## config.mk

```make
export PLATFORM = sky130hd
export DESIGN_NAME = nmi_edge_lock
export DESIGN_NICKNAME = d
export VERILOG_FILES = /design/src/rtl/nmi_edge_lock.sv
export SDC_FILE = /design/constraint.sdc
export NUM_CORES = 1
export LEC_CHECK = 0
export ABC_AREA = 1
export CORE_AREA = 2 2 39 41
export CTS_BUF_LIST = sky130_fd_sc_hd__clkbuf_16
export DETAILED_ROUTE_END_ITERATION = 8
export DIE_AREA = 0 0 41 43
export SLEW_MARGIN = 20
export SYNTH_ARGS = -nofsm -noshare
export SYNTH_HDL_FRONTEND = slang
export SYNTH_SLANG_ARGS = --single-unit
```

## constraint.sdc

```tcl
create_clock -name clk -period 0.85 [get_ports clk]
set_clock_uncertainty 0.15 [all_clocks]
set_input_delay 0.17 -clock clk [delete_from_list [all_inputs] [get_ports clk]]
set_output_delay 0.17 -clock clk [all_outputs]
set_load 0.05 [all_outputs]
```

## src/rtl/nmi_edge_lock.sv

```systemverilog
module nmi_edge_lock #(
  parameter int SYNC_STAGES = 2
) (
  input  logic       clk,
  input  logic       rst_n,
  input  logic       pin_i,
  input  logic       cfg_we,
  input  logic [2:0] cfg_wdata,
  output logic [2:0] cfg_rdata,
  input  logic       ack_i,
  output logic       nmi_req_o
);

  logic [SYNC_STAGES-1:0] sync_q;
  logic                   prev_q;
  logic [1:0]             sel_q;
  logic                   en_q;
  logic                   pend_q;

  wire pin_s = sync_q[SYNC_STAGES-1];
  wire rise  = pin_s & ~prev_q;
  wire fall  = ~pin_s & prev_q;
  wire det   = en_q & ((sel_q[0] & rise) | (sel_q[1] & fall));

  always_ff @(posedge clk or negedge rst_n) begin
    if (!rst_n) begin
      sync_q <= '0;
      prev_q <= 1'b0;
    end else begin
      sync_q <= {sync_q[SYNC_STAGES-2:0], pin_i};
      prev_q <= pin_s;
    end
  end

  always_ff @(posedge clk or negedge rst_n) begin
    if (!rst_n) begin
      sel_q <= 2'b00;
      en_q  <= 1'b0;
    end else if (cfg_we && !en_q) begin
      sel_q <= cfg_wdata[1:0];
      en_q  <= cfg_wdata[2];
    end
  end

  always_ff @(posedge clk or negedge rst_n) begin
    if (!rst_n)     pend_q <= 1'b0;
    else if (det)   pend_q <= 1'b1;
    else if (ack_i) pend_q <= 1'b0;
  end

  assign cfg_rdata = {en_q, sel_q};
  assign nmi_req_o = pend_q;

  // a locked configuration never changes
  a_r3_lock_frozen: assert property (@(posedge clk) disable iff (!rst_n)
    en_q |=> $stable(cfg_rdata));

  // without enable no request can appear
  a_r7_no_req_disabled: assert property (@(posedge clk) disable iff (!rst_n)
    (!en_q && !nmi_req_o) |=> !nmi_req_o);

  // request holds without acknowledge
  a_r9_hold: assert property (@(posedge clk) disable iff (!rst_n)
    (nmi_req_o && !ack_i) |=> nmi_req_o);

  // acknowledge without edge clears
  a_r9_clear: assert property (@(posedge clk) disable iff (!rst_n)
    (ack_i && !det) |=> !nmi_req_o);

  // edge wins over acknowledge
  a_r10_edge_wins: assert property (@(posedge clk) disable iff (!rst_n)
    (det && ack_i) |=> nmi_req_o);

endmodule

```

[After elaboration in Yosys (flattened, before gate mapping)]
Cells that the tools add are included.
Word-level totals
  register bits: 7
  bits of input ports: 8
  word-level logic and storage cells: 18
Cells by class
  mux-type cells: 2
  bitwise logic cells: 8
  reductions and logical operators: 3
Operator list (number)
  bitwise AND 1 bit: 5
  two-way mux 1 bit: 2
  inverter 1 bit: 2
  nonzero test 2 bit: 1
  logical AND 1 bit: 1
  zero test 1 bit: 1
  OR 1 bit: 1

[Logic depth before layout (Yosys ltp)]
Gate-level depths: netlist of run 1.
  depth in word-level cells: 6
  depth in mapped cells: 5
  depth with buffers taken out: 5

[Worst setup path after synthesis of run 1]
OpenSTA, ideal clock, no wires.
  path type: register to register
  from: reg sel_q[1]
  to: reg pend_q (netlist: nmi_req_o)
  data arrival time: 0.892 ns
  required time: 0.634 ns
  setup slack: -0.258 ns
  stages on the path, launching flop included: 5
  path buffers: 0
  period minus slack after synthesis: 1.108 ns
  path through: dfrtp_1 -> nand2_1 -> nand2_1 -> nand3_1 -> nand2_1
On the way
  word-level cells in the longest chain between the ends: 4
  elaborated cells on any way between the ends: 5
  classes of those cells: mux (1); bitwise (3); reduce/logical (1)
RTL lines
  from (decl): RTL line 16  | logic [1:0] sel_q;
  from (signal assigned): RTL line 40  | sel_q <= cfg_wdata[1:0];
  bitwise AND 1 bit *: RTL line 23  | wire det = en_q & ((sel_q[0] & rise) | (sel_q[1] & fall));
  OR 1 bit *: RTL line 23
  bitwise AND 1 bit *: RTL line 23
  two-way mux 1 bit or nonzero test 2 bit (tied branches)
  to (signal assigned): RTL line 46  | if (!rst_n) pend_q <= 1'b0;
  to (signal assigned): RTL line 47  | else if (det) pend_q <= 1'b1;
  to (signal assigned): RTL line 48  | else if (ack_i) pend_q <= 1'b0;
  to (decl): RTL line 18  | logic pend_q;
Mark *: on every way between the ends. The rest lies on a longest branch, timed or not.
A chain may end at the register's enable or synchronous reset.

[Worst setup path in the final report of run 1]
  from: reg sel_q[1]
  to: out cfg_rdata[1]
RTL lines
  to (decl): RTL line 9  | output logic [2:0] cfg_rdata,
No word-level cell between the ends.

==> flow_summary.toml, run 1 <==
[global_routing]
antenna_found_initial = 0
grt_max_degree = 6
grt_pass1_wl_um = 834
grt.total_usage = 0.0841
grt_pass1_vias = 203
grt_overflow = 0

[timing]
setup_violations = 8
period_needed_ns = 1.12
fmax_mhz = 891
tightest_slew_ns = 0.140
hold_violations = 0
slew_headroom = 0.907
rsz0062_at_grt = "true"
worst_slack_ns = -0.273
finalCritPeriodShare = 1.32
slew_viol_final = 0

[synth]
yosysTopAreaCell = "dfrtp_1"
synth_top_area_share = 0.664
synthCells = 28
synth_cell_type_count = 7
synth.area.top_cells = "dfrtp_1 66%, nand2_1 17%, nand3_1 5.7%"
ys_warn_count = 0
synth_area_per_cell_um2 = 9.43
synth-seq-cells = 7
seq_area_frac_synth = 0.664
syn-num-nets = 36
syn_area_um2 = 264

[power]
seq_power_share = 0.288
power.density_nw_per_um2 = 2240
clkPwrFrac = 0.639
peakVddDrop_v = 0.00135
pwr-share-comb = 0.073
p_sw_frac = 0.177
switchingPower_mw = 0.217
intPower_mw = 1.01
p_leak_nw = 0.271
total_power_mw = 1.23

[routing]
dr.pass1.iters = 2
viasPerCell = 3.78
drc = 0
drtIter0Drc = 2
drt-total-wl_um = 533
vias = 238
antenna_left = 0
drt-wirelength-per-cell_um = 8.46

[cells_and_area]
synthToLayoutAreaGrowth_pct = 108
nFillCells = 136
drive_above_1_share = 0.340
antennaDiodeCount = 0
nNetsFinal = 56
final_area_um2 = 548

[worst_setup_path]
crit_slowest_cell = "dfrtp_2"
arrival_ns = 0.80
worstSetupEndpointType = "output pin"
cpLargestDelayFamily = "flip-flops"
critPathKind = "reg -> out"
max_stage_delay_ns = 0.42
worst-path-buf-inv = 1
crit_fanout = 2
crit_required_ns = 0.53
path_cells = "buf_12"
critPathLaunchType = "register"

[outcome]
violations = "negative setup slack"
status = "finished with violations"

[clock_network]
cts_made_buffers = 3
clock_sinks = 7
cts_hold_buf = 0
cts_tree = "yes"
max-clock-path-buffers = 2
cts-root-buf = "clkbuf_16"
clock_latency_ns = 0.23
clk_pin_slew_ns = 0.04
cts_max_level = 1

[place]
pre_cts_ws_ns = -0.301
globalplace.congestion = 0.629
place_hpwl_um = 386
placed_area_um2 = 444
io_buffer_count = 11

[floorplan]
initial_core_util = 0.191
fp-row-count = 14
fp.dieH_um = 43
pin_count = 12
die_area_um2 = 1760
coreArea_um2 = 1380
fp.dieW_um = 41

[worst_hold_path]
hold_class = "in -> async"

[run]
maxCapViolations = 0
## sequential cells by signal, indices dropped and copies added, names as in the netlist
| name | cells |
|---|---|
| en_q | 1 |
| nmi_req_o | 1 |
| prev_q | 1 |
| sel_q | 2 |
| sync_q | 2 |
## cell usage after synthesis
cell     number
buf_4         1
dfrtp_1       7
inv_1         3
inv_2         1
nand2_1      12
nand2_2       1
nand3_1       3
## layout make-up
type | count | area, µm² | share of cell area
clock buffer | 3 | 75.1 | 0.137
clock inverter | 1 | 3.75 | 0.00685
inverter | 4 | 17.5 | 0.0320
multi-input combinational | 16 | 66.3 | 0.121
sequential | 7 | 178 | 0.324
tap | 16 | 20.0 | 0.0365
timing repair buffer | 16 | 188 | 0.342
## per-stage QoR
step                instances  utilization  setup TNS, ns  hold WS (ns)
global route               63        0.396          -1.88         0.118
finish                     63        0.396          -1.67        0.0820
detailed placement         56        0.321          -1.09         0.190
global placement           56        0.321          -1.06         0.183
floorplan                  28            -         -0.358        -0.276
CTS                        63        0.396          -1.71        0.0865
## cells in the final DEF (no fill, tap or decap), drive strengths merged
| master | n |
|---|---|
| nand3 | 3 |
| clkbuf | 3 |
| dfrtp | 7 |
| inv | 5 |
| buf | 9 |
| nand2 | 13 |
| clkdlybuf4s50 | 7 |
## path summary, 6_finish.rpt
| kind | start | endpoint | slack [ns] | cells past startpoint |
|---|---|---|---|---|
| setup / recovery | sel_q[1] | cfg_rdata[1] | -0.27 | 1 |
| hold / removal | rst_n | sel_q[1] | 0.08 | 2 |
| setup reg to reg | sel_q[1] | nmi_req_o | -0.19 | 5 |
| hold reg to reg | sync_q[0] | sync_q[1] | 0.20 | 0 |
| max in group asynchronous | rst_n | en_q | 0.34 | 2 |
| min in group clk | sync_q[0] | sync_q[1] | 0.20 | 0 |
## metal layers
| metal | wire, µm | share of wire | vias up | GRT usage |
|---|---|---|---|---|
| met5 | 0 | 0 | - | 0 |
| met2 | 223 | 0.42 | 12 | 0.0813 |
| met3 | 52 | 0.098 | 4 | 0.0471 |
| met1 | 225 | 0.42 | 102 | 0.0993 |
| li1 | - | - | 120 | - |
| met4 | 32 | 0.060 | 0 | 0.120 |
## power by group through the flow
stage | logic, mW | registers (mW) | clock network (mW)
floorplan | 0.00939 | 0.371 | 0
global placement | 0.0895 | 0.358 | 0
detailed placement | 0.0907 | 0.359 | 0
CTS | 0.0911 | 0.355 | 0.798
global route | 0.0987 | 0.355 | 0.809
finish | 0.0893 | 0.355 | 0.786
## what timing repair did
item / 4_1_cts / 5_1_grt
resized for setup: 1 / 0
buffers inserted: 3 / 0
endpoints found under the setup margin: 7 / 8
endpoints found under the hold margin: 0 / 0
## logic make-up after synthesis
group                  after synthesis  synth area share
DFF                                  7             0.664
buffers and inverters                5            0.0853
and+or+nand+nor                     16             0.251
Power figures use the tool's default switching activity.
==> run 2: changes to the inputs <==
- PLACE_DENSITY: unset -> 0.54
==> flow_summary.toml, run 2 (synthesized netlist as in run 1, its figures left out) <==
[global_routing]
antenna_found_initial = 0
grt.total_usage = 0.101
grt_pass1_wl_um = 993
grt_pass1_vias = 233
grt_overflow = 0
grt_max_degree = 8

[power]
power.density_nw_per_um2 = 2270
peakVddDrop_v = 0.00112
p_sw_frac = 0.176
total_power_mw = 1.23
intPower_mw = 1.01
p_leak_nw = 0.266
seq_power_share = 0.289
clkPwrFrac = 0.641
pwr-share-comb = 0.070
switchingPower_mw = 0.216

[floorplan]
fp.dieH_um = 43
fp-row-count = 14
die_area_um2 = 1760
pin_count = 12
fp.dieW_um = 41
coreArea_um2 = 1380
initial_core_util = 0.191

[place]
io_buffer_count = 11
globalplace.congestion = 0.651
place_hpwl_um = 359
placed_cells = 55

[timing]
whs_ns = 0.0599
slew_headroom = 0.905
finalCritPeriodShare = 1.32
tightest_slew_ns = 0.142
period_needed_ns = 1.12
hold_violations = 0
rsz0062_at_grt = "true"
setup_violations = 8
worst_slack_ns = -0.269
fin_setup_tns_ns = -1.64
fmax_mhz = 893
slew_viol_final = 0

[clock_network]
cts_tree = "yes"
cts_made_buffers = 3
clock_sinks = 7
clk_pin_slew_ns = 0.04
max-clock-path-buffers = 2
clock_latency_ns = 0.23
cts-root-buf = "clkbuf_16"
cts_max_level = 1
cts_hold_buf = 0

[worst_setup_path]
critPathKind = "reg -> out"
max_stage_delay_ns = 0.42
path_depth = 1
reg2reg_from = "sel_q[0]"
reg2reg_to = "nmi_req_o"
endpoint = "cfg_rdata[0]"
reg2reg_slack_ns = -0.19
startpoint = "sel_q[0]"
cpLargestDelayFamily = "flip-flops"
worstSetupEndpointType = "output pin"
crit_required_ns = 0.53
critPathLaunchType = "register"
worst-path-buf-inv = 1
crit_slowest_cell = "dfrtp_2"
arrival_ns = 0.80
crit_fanout = 2
r2r_cells = 5
path_cells = "buf_12"

[cells_and_area]
final_cell_mix = "12 x nand2_1, 7 x clkdlybuf4s50_1, 5 x dfrtp_1"
final_util = 0.391
nFillCells = 145
drive_above_1_share = 0.326
reg_top3 = "sel_q (2), sync_q (2)"
synthToLayoutAreaGrowth_pct = 105
nNetsFinal = 55
final_common_cell = "nand2_1"
layout.cells.non_filler = 62
antennaDiodeCount = 0

[routing]
dr.pass1.iters = 1
drtIter0Drc = 0
viasPerCell = 3.79
vias = 235
drc = 0
antenna_left = 0
drt-wirelength-per-cell_um = 7.97
drt-total-wl_um = 494

[outcome]
status = "finished with violations"
violations = "negative setup slack"

[run]
maxCapViolations = 0

[worst_hold_path]
hold_class = "in -> async"
==> run 2: cell types whose count changed in the layout (fill, tap and decap cells not counted), sizes merged <==
cell	before	now
buf	9	8
==> run 2: how the worst min path moves through the flow <==
stage               from   endpoint  slack [ns]
2_1_floorplan      rst_n       en_q       -0.28
3_3_place_gp   sync_q[0]  sync_q[1]        0.18
3_5_place_dp   sync_q[0]  sync_q[1]        0.20
4_1_cts            rst_n   sel_q[0]        0.06
5_1_grt            rst_n   sel_q[0]        0.09
6_report           rst_n   sel_q[0]        0.06
==> run 2: final cells by class <==
class,instances,area [µm²],share of cell area
multi-input cells,16,66.3,0.123
flip-flops and latches,7,178,0.329
inverters,4,17.5,0.0324
repair buffers,15,180,0.333
well taps,16,20.0,0.0370
clock inverters,1,3.75,0.00694
clock buffers,3,75.1,0.139
==> run 2: power by group through the flow <==
stage                     registers [mW]  logic [mW]  clock network (mW)
after global placement             0.358      0.0868                   0
after detailed placement           0.359      0.0868                   0
after floorplan                    0.371     0.00939                   0
final                              0.355      0.0855               0.785
after CTS                          0.355      0.0871               0.797
after global routing               0.356      0.0957               0.817
==> run 2: repair_timing <==
action                                  4_1_cts  5_1_grt
resized for setup                             1        0
buffers inserted                              3        0
endpoints found under the setup margin        7        8
pin swaps                                     0        2
==> run 2: per-stage QoR <==
| stage | setup WS (ns) | area, µm² |
|---|---|---|
| 6_report | -0.269 | 541 |
| 5_1_grt | -0.285 | 541 |
| 4_1_cts | -0.273 | 541 |
| 3_5_place_dp | -0.295 | 437 |
| 3_3_place_gp | -0.297 | 437 |
| 2_1_floorplan | -0.153 | 267 |
==> run 2: metal layers <==
metal / routed length [µm] / vias up / GRT usage
li1: - / 117 / -
met1: 201 / 101 / 0.117
met2: 198 / 12 / 0.0969
met3: 51 / 5 / 0.0628
met4: 42 / 0 / 0.140
met5: 0 / - / 0
==> run 3: changes to the inputs <==
- RECOVER_POWER: unset -> 25
==> flow_summary.toml, run 3 (synthesized netlist as in run 1, its figures left out) <==
[place]
globalplace.congestion = 0.651
placed_area_um2 = 437
io_buffer_count = 11
place_hpwl_um = 359
pre_cts_ws_ns = -0.295
placed_cells = 55

[routing]
viasPerCell = 3.79
drt-total-wl_um = 493
dr.pass1.iters = 1
antenna_left = 0
drt-wirelength-per-cell_um = 7.95
drtIter0Drc = 0
drc = 0
vias = 235

[clock_network]
cts-root-buf = "clkbuf_16"
cts_made_buffers = 3
max-clock-path-buffers = 2
cts_max_level = 1
clock_latency_ns = 0.23
cts_hold_buf = 0
clock_sinks = 7
cts_tree = "yes"
clk_pin_slew_ns = 0.04

[worst_setup_path]
crit_fanout = 2
critPathKind = "reg -> out"
worst-path-buf-inv = 1
max_stage_delay_ns = 0.42
critPathLaunchType = "register"
crit_slowest_cell = "dfrtp_2"
worstSetupEndpointType = "output pin"
path_cells = "buf_12"
arrival_ns = 0.80
crit_required_ns = 0.53
cpLargestDelayFamily = "flip-flops"

[timing]
slew_headroom = 0.748
hold_violations = 0
setup_violations = 8
rsz0062_at_grt = "true"
tightest_slew_ns = 0.378
period_needed_ns = 1.12
finalCritPeriodShare = 1.32
worst_slack_ns = -0.269
fmax_mhz = 893
slew_viol_final = 0

[floorplan]
fp-row-count = 14
pin_count = 12
coreArea_um2 = 1380
die_area_um2 = 1760
initial_core_util = 0.191
fp.dieW_um = 41
fp.dieH_um = 43

[power]
p_leak_nw = 0.263
peakVddDrop_v = 0.00112
total_power_mw = 1.22
power.density_nw_per_um2 = 2280

[cells_and_area]
drive_above_1_share = 0.304
final_area_um2 = 537
final_common_cell = "nand2_1"
nNetsFinal = 55
synthToLayoutAreaGrowth_pct = 103
antennaDiodeCount = 0
layout.cells.non_filler = 62
final_cell_mix = "12 x nand2_1, 7 x clkdlybuf4s50_1, 5 x dfrtp_1, 4 x inv_1, 4 x buf_12"
reg_top3 = "sel_q (2), sync_q (2)"

[outcome]
status = "finished with violations"
violations = "negative setup slack"

[global_routing]
grt_max_degree = 8
antenna_found_initial = 0
grt_pass1_vias = 233
grt_overflow = 0
grt_pass1_wl_um = 993
grt.total_usage = 0.101

[run]
maxCapViolations = 0

[worst_hold_path]
hold_class = "in -> async"
-- run 3: cell count changes in the layout (fill, tap and decap cells not counted) --
| cell | previous run | this run |
|---|---|---|
| buf_4 | 4 | 3 |
| clkbuf_1 | 0 | 1 |
-- run 3: stage by stage --
stage	hold slack [ns]	utilization	TNS, ns
3_5_place_dp	0.196	0.316	-1.09
6_report	0.141	0.388	-1.64
5_1_grt	0.204	0.388	-1.95
4_1_cts	0.0599	0.391	-1.70
3_3_place_gp	0.183	0.316	-1.09
2_1_floorplan	-0.276	-	-0.358
-- run 3: report_power, final --
group	switching [mW]	internal, mW	leakage (nW)	total, mW
logic	0.0338	0.0495	0.140	0.0833
registers	0.00781	0.347	0.0805	0.355
clock network	0.174	0.611	0.0423	0.785
-- run 3: layer usage --
metal,up-vias,wire length [µm],track usage
met5,-,0,0
met4,0,42,0.140
met3,5,51,0.0628
met2,12,197,0.0969
met1,101,201,0.117
li1,117,-,-
-- run 3: path summary, 6_finish.rpt --
| kind | slack (ns) | to | cells past startpoint | from |
|---|---|---|---|---|
| min in group clk | 0.20 | sync_q[1] | 0 | sync_q[0] |
| min reg2reg | 0.20 | sync_q[1] | 0 | sync_q[0] |
| max in group asynchronous | 0.12 | sel_q[1] | 2 | rst_n |
| max | -0.27 | cfg_rdata[0] | 1 | sel_q[0] |
| max reg2reg | -0.19 | nmi_req_o | 5 | sel_q[0] |
| min | 0.14 | sel_q[0] | 2 | rst_n |
-- run 3: final cells by class --
type	count	area, µm²
fill	145	847
sequential	7	178
timing repair buffer	15	176
clock buffer	3	75.1
multi-input combinational	16	66.3
tap	16	20.0
inverter	4	17.5
clock inverter	1	3.75
-- run 3: repair_timing --
action                                  CTS  global route
pin swaps                                 0             2
setup buffers                             3             0
endpoints found under the setup margin    7             8
resized for setup                         1             0
